### src/rtl/fdc_stat_pkg.sv
package fdc_stat_pkg;

    localparam int CMD_W = 8;
    localparam logic [3:0] FI_OPCODE = 4'hD;

    localparam int DRV_W  = 5;
    localparam int IDX_B  = 0;
    localparam int RDY_B  = 1;
    localparam int WP_B   = 2;
    localparam int TK0_B  = 3;
    localparam int MOT_B  = 4;

    typedef enum logic {
        FMT_POS  = 1'b0,
        FMT_DATA = 1'b1
    } stat_fmt_e;

    typedef struct packed {
        logic spin_done;
        logic deleted;
        logic rec_nf;
        logic crc_err;
        logic lost;
        logic drq;
    } seq_flags_t;

    typedef struct packed {
        logic motor;
        logic wprot;
        logic trk0;
    } drv_lvl_t;

    typedef struct packed {
        logic immediate;
        logic on_index;
        logic on_unready;
        logic on_ready;
    } fi_mask_t;

    function automatic logic is_force_int(input logic [CMD_W-1:0] c);
        return c[CMD_W-1 -: 4] == FI_OPCODE;
    endfunction

    function automatic stat_fmt_e fmt_of(input logic [CMD_W-1:0] c);
        return c[CMD_W-1] ? FMT_DATA : FMT_POS;
    endfunction

endpackage

### src/rtl/fdc_sync.sv
module fdc_sync #(
    parameter int WIDTH  = 5,
    parameter int STAGES = 2
) (
    input  logic             clk,
    input  logic             rst,
    input  logic [WIDTH-1:0] din,
    output logic [WIDTH-1:0] dout
);
    for (genvar g = 0; g < WIDTH; g++) begin : g_bit
        logic [STAGES-1:0] chain;
        always_ff @(posedge clk) begin
            if (rst) chain <= '0;
            else     chain <= {chain[STAGES-2:0], din[g]};
        end
        assign dout[g] = chain[STAGES-1];
    end
endmodule

### src/rtl/fdc_irq_ctrl.sv
module fdc_irq_ctrl
    import fdc_stat_pkg::*;
(
    input  logic             clk,
    input  logic             rst,
    input  logic             cmd_wr,
    input  logic [CMD_W-1:0] cmd_byte,
    input  logic             stat_rd,
    input  logic             seq_done,
    input  logic             idx_lvl,
    input  logic             rdy_lvl,
    output logic             busy,
    output stat_fmt_e        fmt,
    output logic             irq,
    output logic             abort
);
    fi_mask_t mask;
    logic     idx_prev, rdy_prev;
    logic     idx_rise, rdy_rise, rdy_fall;
    logic     fi, accept, done_ok, evt, clr;
    fi_mask_t new_mask;

    assign idx_rise = idx_lvl & ~idx_prev;
    assign rdy_rise = rdy_lvl & ~rdy_prev;
    assign rdy_fall = ~rdy_lvl & rdy_prev;

    assign fi       = is_force_int(cmd_byte);
    assign accept   = cmd_wr & (fi | ~busy);
    assign done_ok  = seq_done & busy & ~accept;
    assign new_mask = fi_mask_t'(cmd_byte[3:0]);

    always_comb begin
        evt = done_ok;
        if (accept) begin
            evt = evt | (fi & new_mask.immediate);
        end else begin
            evt = evt | (mask.on_index & idx_rise)
                      | (mask.on_unready & rdy_fall)
                      | (mask.on_ready & rdy_rise);
        end
        clr = stat_rd | accept;
    end

    always_ff @(posedge clk) begin
        if (rst) begin
            idx_prev <= 1'b0;
            rdy_prev <= 1'b0;
            busy     <= 1'b0;
            fmt      <= FMT_POS;
            mask     <= '0;
            irq      <= 1'b0;
            abort    <= 1'b0;
        end else begin
            idx_prev <= idx_lvl;
            rdy_prev <= rdy_lvl;
            abort    <= accept & fi & busy;
            if (accept && fi) begin
                mask <= new_mask;
                busy <= 1'b0;
                if (!busy) fmt <= FMT_POS;
            end else if (accept) begin
                mask <= '0;
                busy <= 1'b1;
                fmt  <= fmt_of(cmd_byte);
            end else if (done_ok) begin
                busy <= 1'b0;
            end
            if (evt)      irq <= 1'b1;
            else if (clr) irq <= 1'b0;
        end
    end
endmodule

### src/rtl/fdc_status_mux.sv
module fdc_status_mux
    import fdc_stat_pkg::*;
(
    input  stat_fmt_e   fmt,
    input  logic        busy,
    input  seq_flags_t  flags,
    input  drv_lvl_t    drv,
    output logic [7:0]  status
);
    always_comb begin
        status[7] = drv.motor;
        status[4] = flags.rec_nf;
        status[3] = flags.crc_err;
        status[1] = flags.drq;
        status[0] = busy;
        case (fmt)
            FMT_DATA: begin
                status[6] = drv.wprot;
                status[5] = flags.deleted;
                status[2] = flags.lost;
            end
            default: begin
                status[6] = 1'b0;
                status[5] = flags.spin_done;
                status[2] = drv.trk0;
            end
        endcase
    end
endmodule

### src/rtl/fdc_stat_irq.sv
module fdc_stat_irq
    import fdc_stat_pkg::*;
#(
    parameter int SYNC_STAGES = 2
) (
    input  logic       clk,
    input  logic       rst,
    input  logic       cmd_wr,
    input  logic [7:0] cmd_byte,
    input  logic       stat_rd,
    input  logic       seq_done,
    input  logic       seq_spin_done,
    input  logic       seq_deleted,
    input  logic       seq_rec_nf,
    input  logic       seq_crc_err,
    input  logic       seq_lost,
    input  logic       seq_drq,
    input  logic       drv_index,
    input  logic       drv_ready,
    input  logic       drv_wprot,
    input  logic       drv_trk0,
    input  logic       drv_motor,
    output logic [7:0] status,
    output logic       irq,
    output logic       abort
);
    logic [DRV_W-1:0] drv_raw, drv_syn;
    seq_flags_t       flags;
    drv_lvl_t         lvl;
    stat_fmt_e        fmt;
    logic             busy;

    always_comb begin
        drv_raw        = '0;
        drv_raw[IDX_B] = drv_index;
        drv_raw[RDY_B] = drv_ready;
        drv_raw[WP_B]  = drv_wprot;
        drv_raw[TK0_B] = drv_trk0;
        drv_raw[MOT_B] = drv_motor;
    end

    assign flags = '{spin_done: seq_spin_done, deleted: seq_deleted,
                     rec_nf: seq_rec_nf, crc_err: seq_crc_err,
                     lost: seq_lost, drq: seq_drq};
    assign lvl   = '{motor: drv_syn[MOT_B], wprot: drv_syn[WP_B],
                     trk0: drv_syn[TK0_B]};

    fdc_sync #(.WIDTH(DRV_W), .STAGES(SYNC_STAGES)) u_sync (
        .clk  (clk),
        .rst  (rst),
        .din  (drv_raw),
        .dout (drv_syn)
    );

    fdc_irq_ctrl u_ctrl (
        .clk      (clk),
        .rst      (rst),
        .cmd_wr   (cmd_wr),
        .cmd_byte (cmd_byte),
        .stat_rd  (stat_rd),
        .seq_done (seq_done),
        .idx_lvl  (drv_syn[IDX_B]),
        .rdy_lvl  (drv_syn[RDY_B]),
        .busy     (busy),
        .fmt      (fmt),
        .irq      (irq),
        .abort    (abort)
    );

    fdc_status_mux u_mux (
        .fmt    (fmt),
        .busy   (busy),
        .flags  (flags),
        .drv    (lvl),
        .status (status)
    );
endmodule

### config.mk
export PLATFORM = sky130hd
export DESIGN_NAME = fdc_stat_irq
export DESIGN_NICKNAME = d
export VERILOG_FILES = /design/src/rtl/fdc_stat_pkg.sv /design/src/rtl/fdc_sync.sv /design/src/rtl/fdc_irq_ctrl.sv /design/src/rtl/fdc_status_mux.sv /design/src/rtl/fdc_stat_irq.sv
export SDC_FILE = /design/constraint.sdc
export NUM_CORES = 1
export LEC_CHECK = 0
export ABC_CLOCK_PERIOD_IN_PS = 1000
export BUFFER_PORTS_ARGS = -buffer_cell sky130_fd_sc_hd__buf_2
export CAP_MARGIN = 5
export CORE_UTILIZATION = 39
export CTS_CLUSTER_DIAMETER = 80
export DETAILED_ROUTE_END_ITERATION = 12
export PLACE_DENSITY = 0.71
export SYNTH_ARGS = -nofsm -noshare
export SYNTH_HDL_FRONTEND = slang
export SYNTH_SLANG_ARGS = --single-unit
### constraint.sdc
create_clock -name clk -period 1 [get_ports clk]
set_clock_uncertainty 0.1 [all_clocks]
set_input_delay 0.25 -clock clk [delete_from_list [all_inputs] [get_ports clk]]
set_output_delay 0.25 -clock clk [all_outputs]
set_load 0.01 [all_outputs]
Word level (Yosys, flattened, before mapping)
Cells that the tools add are included.
Widths: inputs -> output; s select.
- register bits: 19
- input port bits: 24
- word-level logic and storage cells: 58
- eq/ne operators: 2
- muxes and demuxes: 13
- bitwise logic cells: 23
- reduce and logical (&&, ||, !) cells: 6
- operators by type and width (cell ; number):
    $and 1x1->1 ; 12
    $mux 1 ; 10
    $mux 3 ; 2
    $or 1x1->1 ; 6
    $reduce_bool 2->1 ; 3
    $not 1->1 ; 5
    $eq 4x4->1 const B ; 1
    $mux 2 ; 1
    $ne 2x2->1 const B ; 1
    $reduce_and 2->1 ; 1
    $reduce_or 2->1 ; 1
    $logic_and 1x1->1 ; 1

Depth between registers and ports, before layout
Gate-level depths: netlist of run 1.
- depth after elaboration: 10
- gate-level depth with buffers: 4

Modules after synthesis
Synthesis of run 1 repeated with hierarchy kept, for this count alone.
- cell total of the unflattened synthesis: 74
- area total of the unflattened synthesis: 773.2 um^2
- modules (own cells, without submodules) (module ; times used ; cells an instance ; area an instance (um^2) ; seq. area each (um^2)):
    fdc_irq_ctrl ; 1 ; 41 ; 405.4 ; 180.2
    fdc_sync ; 1 ; 25 ; 300.3 ; 200.2
    fdc_status_mux ; 1 ; 8 ; 67.6 ; 0.0

Worst setup path before layout of run 1
OpenSTA, ideal clock, no wires.
- kind: register -> register
- from: register u_sync.g_bit[1].chain[1]
- to: register u_ctrl.irq
- data arrival time: 0.915 ns
- data required time: 0.782 ns
- slack: -0.133 ns
- stages on the path, launching flop included: 5
- buffers on the path: 0
- clock period less this slack: 1.133 ns
- cell sequence: dfxtp_1 -> and3b_1 -> a221oi_1 -> a32o_1 -> a21oi_2
- longest elaborated chain between the ends: 7
- elaborated cells between the ends (all ways): 10
- those cells by class: mux (2); bitwise (7); reduce/logical (1)
- RTL lines (what ; line ; text):
    start, declared ; fdc_sync.sv:11 ; logic [STAGES-1:0] chain;
    start signal, assigned ; fdc_sync.sv:14 ; else chain <= {chain[STAGES-2:0], din[g]};
    $not 1->1 ; fdc_irq_ctrl.sv:25 ; assign rdy_fall = ~rdy_lvl & rdy_prev;
    $and 1x1->1 ; fdc_irq_ctrl.sv:25 ;
    $and 1x1->1 ; fdc_irq_ctrl.sv:38 ; | (mask.on_unready & rdy_fall)
    $or 1x1->1 ; fdc_irq_ctrl.sv:38 ;
    $or 1x1->1 * ; fdc_irq_ctrl.sv:39 ; | (mask.on_ready & rdy_rise);
    $mux 1 * ; fdc_irq_ctrl.sv:34 ; if (accept) begin
    $mux 1 / $reduce_bool 2->1 (equally long branches) ; n/a ;
    end signal, assigned ; fdc_irq_ctrl.sv:51 ; irq <= 1'b0;
    end signal, assigned ; fdc_irq_ctrl.sv:68 ; if (evt) irq <= 1'b1;
    end signal, assigned ; fdc_irq_ctrl.sv:69 ; else if (clr) irq <= 1'b0;
    end, declared ; fdc_irq_ctrl.sv:14 ; output logic irq,
Every way passes the cells marked *; elsewhere a longest branch is shown, timed or not.
A chain may end at the register's enable or synchronous reset.

Final worst setup path of run 1
- from: register u_ctrl.fmt
- to: output status[2]
- longest elaborated chain between the ends: 1
- RTL lines (what ; line ; text):
    start, declared ; fdc_irq_ctrl.sv:13 ; output stat_fmt_e fmt,
    start signal, assigned ; fdc_irq_ctrl.sv:64 ; fmt <= fmt_of(cmd_byte);
    $mux 1 ; fdc_status_mux.sv:16 ; case (fmt)
    end, declared ; fdc_stat_irq.sv:23 ; output logic [7:0] status,
Every way passes these cells.

==> results.tsv, run 1 <==
stage	metric	value	unit
die	die_x	45.2	um
placed_design	dp_hpwl	1040	um
clocking	root_buffer	clkbuf_4	
worst_setup_path	startpoint	u_ctrl.fmt	
final_layout	final_nets	128	
die	die_y	45.2	um
placed_design	portBuffers	27	
synth	syn_nets	92	
detailed_routing	viasPerCell	4.63	
final_layout	stdcell_area	1050	um^2
status	outcome	finished, violations left	
synth	synth_top_area_share	52.1	%
worst_setup_path	cp_slowest_cell	dfxtp_4	
detailed_routing	final_antenna_net_count	0	
worst_setup_path	critPathTopFamily	flip-flops	
worst_setup_path	critPathBufInv	1	
worst_setup_path	r2r-start	u_sync.g_bit[1].chain[1]	
worst_setup_path	critical_path_class	flop to primary output	
final_layout	drive_above_1_share	59.2	%
sta	fmaxAchievable	689	MHz
worst_setup_path	crit_end	status[2]	
synth	ys.warnings.count	0	
worst_setup_path	path_max_fanout	4	
die	die_area	2050	um^2
worst_setup_path	path_depth	2	
worst_setup_path	cp_cell_sequence	mux2_4, buf_6	
synth	synthesis.area	729	um^2
worst_hold_path	hp-class	input pin to flop	
worst_setup_path	crit_required	0.65	ns
final_layout	layout_commonest_cell	buf_2	
worst_setup_path	startpoint_type	flop	
synth	synthCells	68	
detailed_routing	first_iter_violations	6	
power	p_total	1400	uW
sta	setup_slack	-0.452	ns
final_layout	fill_cells	152	
global_routing	antenna_found_initial	0	
sta	layout_worst_path_cycle_share	145	%
final_layout	n_antenna_cell	0	
worst_setup_path	slowest_delay	0.39	ns
clocking	htree_levels	1	
worst_setup_path	reg2reg_to	u_ctrl.irq	
clocking	holdBufCountCts	0	
sta	hold_viol	0	
final_layout	syn_to_final_growth	44.3	%
global_routing	track_usage	16.4	%
synth	ys_ff_latch	19	
synth	synth.distinct_cells	23	
die	rows	15	
job	drv_cap	0	
detailed_routing	dr.pass1.iters	4	
detailed_routing	routed_wl	1470	um
placed_design	place.gp.congestion	0.717	
detailed_routing	drc	0	
global_routing	grt_overflow	0	
clocking	clock_path_buffers	2	
clocking	cts_tree	built	
clocking	clk-insertion-delay-late	0.30	ns
status	violations	setup timing	
sta	setup_violations	11	
die	core_area	1750	um^2
worst_setup_path	r2r_cells	4	
clocking	clkTransAtPathRegs	0.10	ns
sta	min_period	1.45	ns
worst_setup_path	critPathCaptureType	primary output	
detailed_routing	post_drt_wl_per_cell	11.5	um
power	peakVddDrop	810	uV
worst_setup_path	rrSetupSlack	-0.15	ns
global_routing	grt_pass1_vias	569	
final_layout	layout_common_cells	buf_2, dfxtp_1, nor2b_1	
clocking	cts_buffers	3	
power	p_leak	0.000453	uW
global_routing	grt_pass1_wl	2310	um
sta	rsz0062_at_grt	true	
detailed_routing	routed-via-count	593	
die	ios	34	
die	start_util	41.8	%
synth	avgSynthCellArea	10.7	um^2
clocking	cts_sinks	19	
synth	synth_seq_area_share	52.1	%
power	power_density	1330	nW/um^2
placed_design	place_area	943	um^2
synth	synth_area_leader_cell	dfxtp_1	
sta	worst_pin_slew	0.230	ns
synth	synthTopCellsByArea	dfxtp_1, nor2b_1, buf_4	
sta	relSlewSlack	84.7	%
global_routing	grt_max_degree	12	
sta	report.final.slew_viol_count	0	
worst_setup_path	cp_data_arrival_time	1.10	ns
per-stage QoR:
| step | TNS, ns | setup slack (ns) | util (%) | instances | hold slack [ns] |
|---|---|---|---|---|---|
| CTS | -1.81 | -0.456 | 59.7 | 128 | 0.0547 |
| floorplan | -0.344 | -0.0804 | - | 68 | 0.214 |
| global placement | -1.44 | -0.193 | 54.1 | 123 | 0.319 |
| global route | -2.29 | -0.490 | 60.3 | 128 | 0.0433 |
| detailed placement | -1.61 | -0.232 | 54.1 | 123 | 0.332 |
| finish | -1.81 | -0.452 | 60.3 | 128 | 0.0529 |
synth_stat cells:
| cell | instances |
|---|---|
| a2111oi_4 | 1 |
| a21oi_1 | 4 |
| nor2b_1 | 12 |
| and3b_1 | 1 |
| and2_1 | 1 |
| nor2_1 | 2 |
| a21oi_2 | 1 |
| dfxtp_1 | 19 |
| nand3b_1 | 2 |
| nand3_1 | 4 |
| inv_1 | 1 |
| nand2b_1 | 1 |
| and3_4 | 1 |
| mux2_2 | 2 |
| and3b_4 | 1 |
| a32o_1 | 1 |
| a221oi_1 | 1 |
| buf_4 | 5 |
| nand4_1 | 1 |
| buf_2 | 1 |
| nand2_1 | 3 |
| a21bo_1 | 1 |
| nor3b_1 | 2 |
metal layers:
metal	vias to the layer above	track usage, %	part of all wire, %
met5	-	0	0
met4	0	9.70	1.9
li1	301	-	-
met1	264	16.9	43
met3	6	5.20	4.8
met2	22	28.7	50
state kept, by name, summed over array words and instances (netlist names):
signal	flops
u_ctrl.abort	1
u_ctrl.irq	1
u_ctrl.fmt	1
u_ctrl.rdy_prev	1
u_ctrl.idx_prev	1
u_sync.g_bit.chain	10
u_ctrl.busy	1
u_ctrl.mask	3
logic make-up after synthesis:
kind of cell           share of synthesized area, %
AND/OR/NAND/NOR                                26.8
flip-flops                                     52.1
AO/OA/AOI/OAI                                  11.7
buffers and inverters                          6.35
multiplexers                                   3.09
layout make-up:
class / instances / area, um^2 / share of cell area (%)
Inverter: 1 / 3.75 / 0.357
Clock buffer: 3 / 22.5 / 2.14
Timing Repair Buffer: 37 / 243 / 23.1
Clock inverter: 1 / 5.00 / 0.476
Tap cell: 25 / 31.3 / 2.97
Multi-Input combinational cell: 42 / 357 / 33.9
Sequential cell: 19 / 390 / 37.1
power by group:
part           switching (uW)  leakage (uW)  internal (uW)
registers                16.1      0.000158            785
logic                    83.1      0.000277            133
clock network             237     0.0000177            149
total                     336      0.000453           1070
what timing repair did:
action                     CTS  global route
pin swaps                    3             0
buffers inserted             1             0
setup endpoints to repair   12            13
gates resized for setup     14             3
worst min path at each step:
stage,start,endpoint,slack (ns),cells after the start
2_1_floorplan,rst,u_sync.g_bit[1].chain[1],0.21,1
3_3_place_gp,u_sync.g_bit[3].chain[0],u_sync.g_bit[3].chain[1],0.32,1
3_5_place_dp,u_sync.g_bit[4].chain[0],u_sync.g_bit[4].chain[1],0.33,1
4_1_cts,drv_trk0,u_sync.g_bit[3].chain[0],0.05,2
5_1_grt,drv_index,u_sync.g_bit[0].chain[0],0.04,2
6_report,drv_trk0,u_sync.g_bit[3].chain[0],0.05,2
(Power assumes the default switching activity.)
==> run 2, diff against run 1 <==
Settings changed: SETUP_SLACK_MARGIN set to 0.02.
==> run 2 against run 1 <==
- the flow still finishes with violations (setup timing)
- combinational power decreased by 6%
- register-to-register slack barely moved
- first-iteration DRC count unchanged
- count of clock-buffer cells in the layout grew 1
- power shrank 0.97%
- global-route usage fell by 1.4 points
- wire length decreased by 4.0%
- critical endpoint unchanged
- sequential share of layout area up 0.48 points
- flip-flop and latch count is the same
- worst hold slack improved by 0.0039 ns
- clock power is essentially flat
- highest routed layer unchanged
==> results.tsv, run 2 (synthesis results as in run 1) <==
stage	metric	value	unit	change
worst_setup_path	critPathCaptureType	primary output		
clocking	cts_buffers	3		unchanged
detailed_routing	post_drt_wl_per_cell	11.1	um	-3.3%
worst_setup_path	slowest_delay	0.38	ns	about the same
die	die_x	45.2	um	unchanged
status	outcome	finished, violations left		
die	ios	34		unchanged
worst_setup_path	crit_required	0.65	ns	about the same
worst_setup_path	critPathBufInv	1		unchanged
global_routing	grt_pass1_wl	2100	um	-9.0%
final_layout	n_antenna_cell	0		unchanged
detailed_routing	dr.pass1.iters	2		-2
sta	layout_worst_path_cycle_share	145	%	about the same
global_routing	track_usage	15.0	%	-1.4 points
die	start_util	41.8	%	unchanged
detailed_routing	routed-via-count	596		+0.51%
global_routing	grt_pass1_vias	528		-7.2%
placed_design	place.gp.congestion	0.769		+7.3%
worst_setup_path	r2r_cells	4		unchanged
sta	min_period	1.45	ns	+0.000637 ns
final_layout	syn_to_final_growth	42.9	%	
placed_design	post-place-cells	122		-0.81%
sta	fmaxAchievable	689	MHz	about the same
sta	rsz0062_at_grt	true		
final_layout	layout_commonest_cell	buf_2		
die	die_area	2050	um^2	unchanged
sta	setup_slack	-0.452	ns	-0.000637 ns
detailed_routing	routed_wl	1410	um	-4.0%
placed_design	dp_hpwl	1110	um	+7.5%
worst_setup_path	critical_path_class	flop to primary output		
worst_setup_path	cp_slowest_cell	dfxtp_4		
clocking	htree_levels	1		unchanged
clocking	clk-insertion-delay-late	0.30	ns	about the same
job	drv_cap	0		unchanged
worst_setup_path	r2r-start	u_ctrl.mask[1]		
worst_hold_path	holdPathEnd	u_sync.g_bit[3].chain[0]		
worst_hold_path	hp-class	input pin to flop		
sta	relSlewSlack	84.4	%	-0.28 points
worst_setup_path	rrSetupSlack	-0.14	ns	about the same
worst_setup_path	cp_cell_sequence	mux2_4, buf_6		
final_layout	reg.largest.list	u_sync.g_bit.chain: 10 flops, u_ctrl.mask: 3 flops		
die	die_y	45.2	um	unchanged
clocking	clkTransAtPathRegs	0.10	ns	about the same
clocking	clock_path_buffers	2		unchanged
detailed_routing	viasPerCell	4.69		+1.3%
global_routing	antenna_found_initial	0		unchanged
final_layout	drive_above_1_share	57.8	%	-1.4 points
sta	tns	-1.79	ns	+0.0242 ns
worst_setup_path	cp_data_arrival_time	1.10	ns	about the same
worst_setup_path	path_max_fanout	4		unchanged
power	p_leak	0.000445	uW	-1.6%
worst_hold_path	hp-start	drv_trk0		
sta	setup_violations	9		-2
sta	fin_hold_ws	0.0568	ns	+0.00394 ns
sta	report.final.slew_viol_count	0		unchanged
power	peakVddDrop	1030	uV	+27%
final_layout	layout_common_cells	buf_2, dfxtp_1, nor2b_1		
global_routing	grt_overflow	0		unchanged
global_routing	grt_max_degree	11		-1
clocking	holdBufCountCts	0		unchanged
final_layout	instances_no_fill	127		-0.78%
clocking	cts_tree	built		
clocking	cts_sinks	19		unchanged
sta	worst_pin_slew	0.234	ns	+0.00413 ns
worst_setup_path	critPathTopFamily	flip-flops		
die	core_area	1750	um^2	unchanged
final_layout	final_nets	127		-0.78%
detailed_routing	first_iter_violations	6		unchanged
final_layout	largest_register_ffs	10		unchanged
detailed_routing	final_antenna_net_count	0		unchanged
final_layout	top_register	u_sync.g_bit.chain		
detailed_routing	drc	0		unchanged
sta	hold_viol	0		unchanged
clocking	root_buffer	clkbuf_4		
worst_hold_path	hold_depth	2		unchanged
worst_setup_path	startpoint_type	flop		
die	rows	15		unchanged
status	violations	setup timing		
final_layout	final_util	59.7	%	-0.57 points
placed_design	portBuffers	27		unchanged
power	power_density	1330	nW/um^2	about the same
placed_design	pre_cts_slack	-0.251	ns	-0.0186 ns
worst_setup_path	reg2reg_to	u_ctrl.irq		
==> run 2: area by class of cell <==
class / instances / area, um^2
Sequential cell: 19 / 392
Clock buffer: 4 / 26.3
Multi-Input combinational cell: 42 / 352
Inverter: 1 / 3.75
Fill cell: 176 / 703
Tap cell: 25 / 31.3
Timing Repair Buffer: 36 / 238
==> run 2: how the worst max path moves through the flow <==
stage | startpoint | end | slack [ns] | cells after the start
final | u_ctrl.fmt | status[2] | -0.45 | 2
after global placement | cmd_byte[5] | u_ctrl.mask[1] | -0.19 | 5
after CTS | u_ctrl.fmt | status[2] | -0.46 | 2
after detailed placement | cmd_byte[5] | u_ctrl.mask[0] | -0.25 | 5
after global routing | u_ctrl.fmt | status[2] | -0.48 | 2
after floorplan | u_sync.g_bit[1].chain[1] | u_ctrl.irq | -0.08 | 4
==> run 2: repair_timing <==
action                                  CTS  global route
endpoints found under the hold margin     0             0
buffers inserted                          0             2
pin swaps                                 1             6
gates resized for setup                   9             8
endpoints found under the setup margin   10            13
==> run 2: where the power goes <==
group	switching (uW)	total, uW	internal [uW]
Combinational	77.4	204	127
Clock	227	383	156
Sequential	17.8	803	786
Total	323	1390	1070
==> run 2: routing by layer <==
| metal | share of wire (%) | track usage, % | vias to the layer above |
|---|---|---|---|
| met5 | 0 | 0 | - |
| met4 | 2.6 | 10.9 | 0 |
| met3 | 5.4 | 2.40 | 5 |
| met2 | 49 | 25.8 | 21 |
| met1 | 43 | 16.5 | 271 |
| li1 | - | - | 299 |
==> run 2: per-stage QoR <==
step / power [uW] / cell area, um^2
after detailed placement: 1000 / 943
after CTS: 1390 / 1010
after global placement: 996 / 943
after global routing: 1450 / 1040
final: 1390 / 1040
after floorplan: 920 / 759
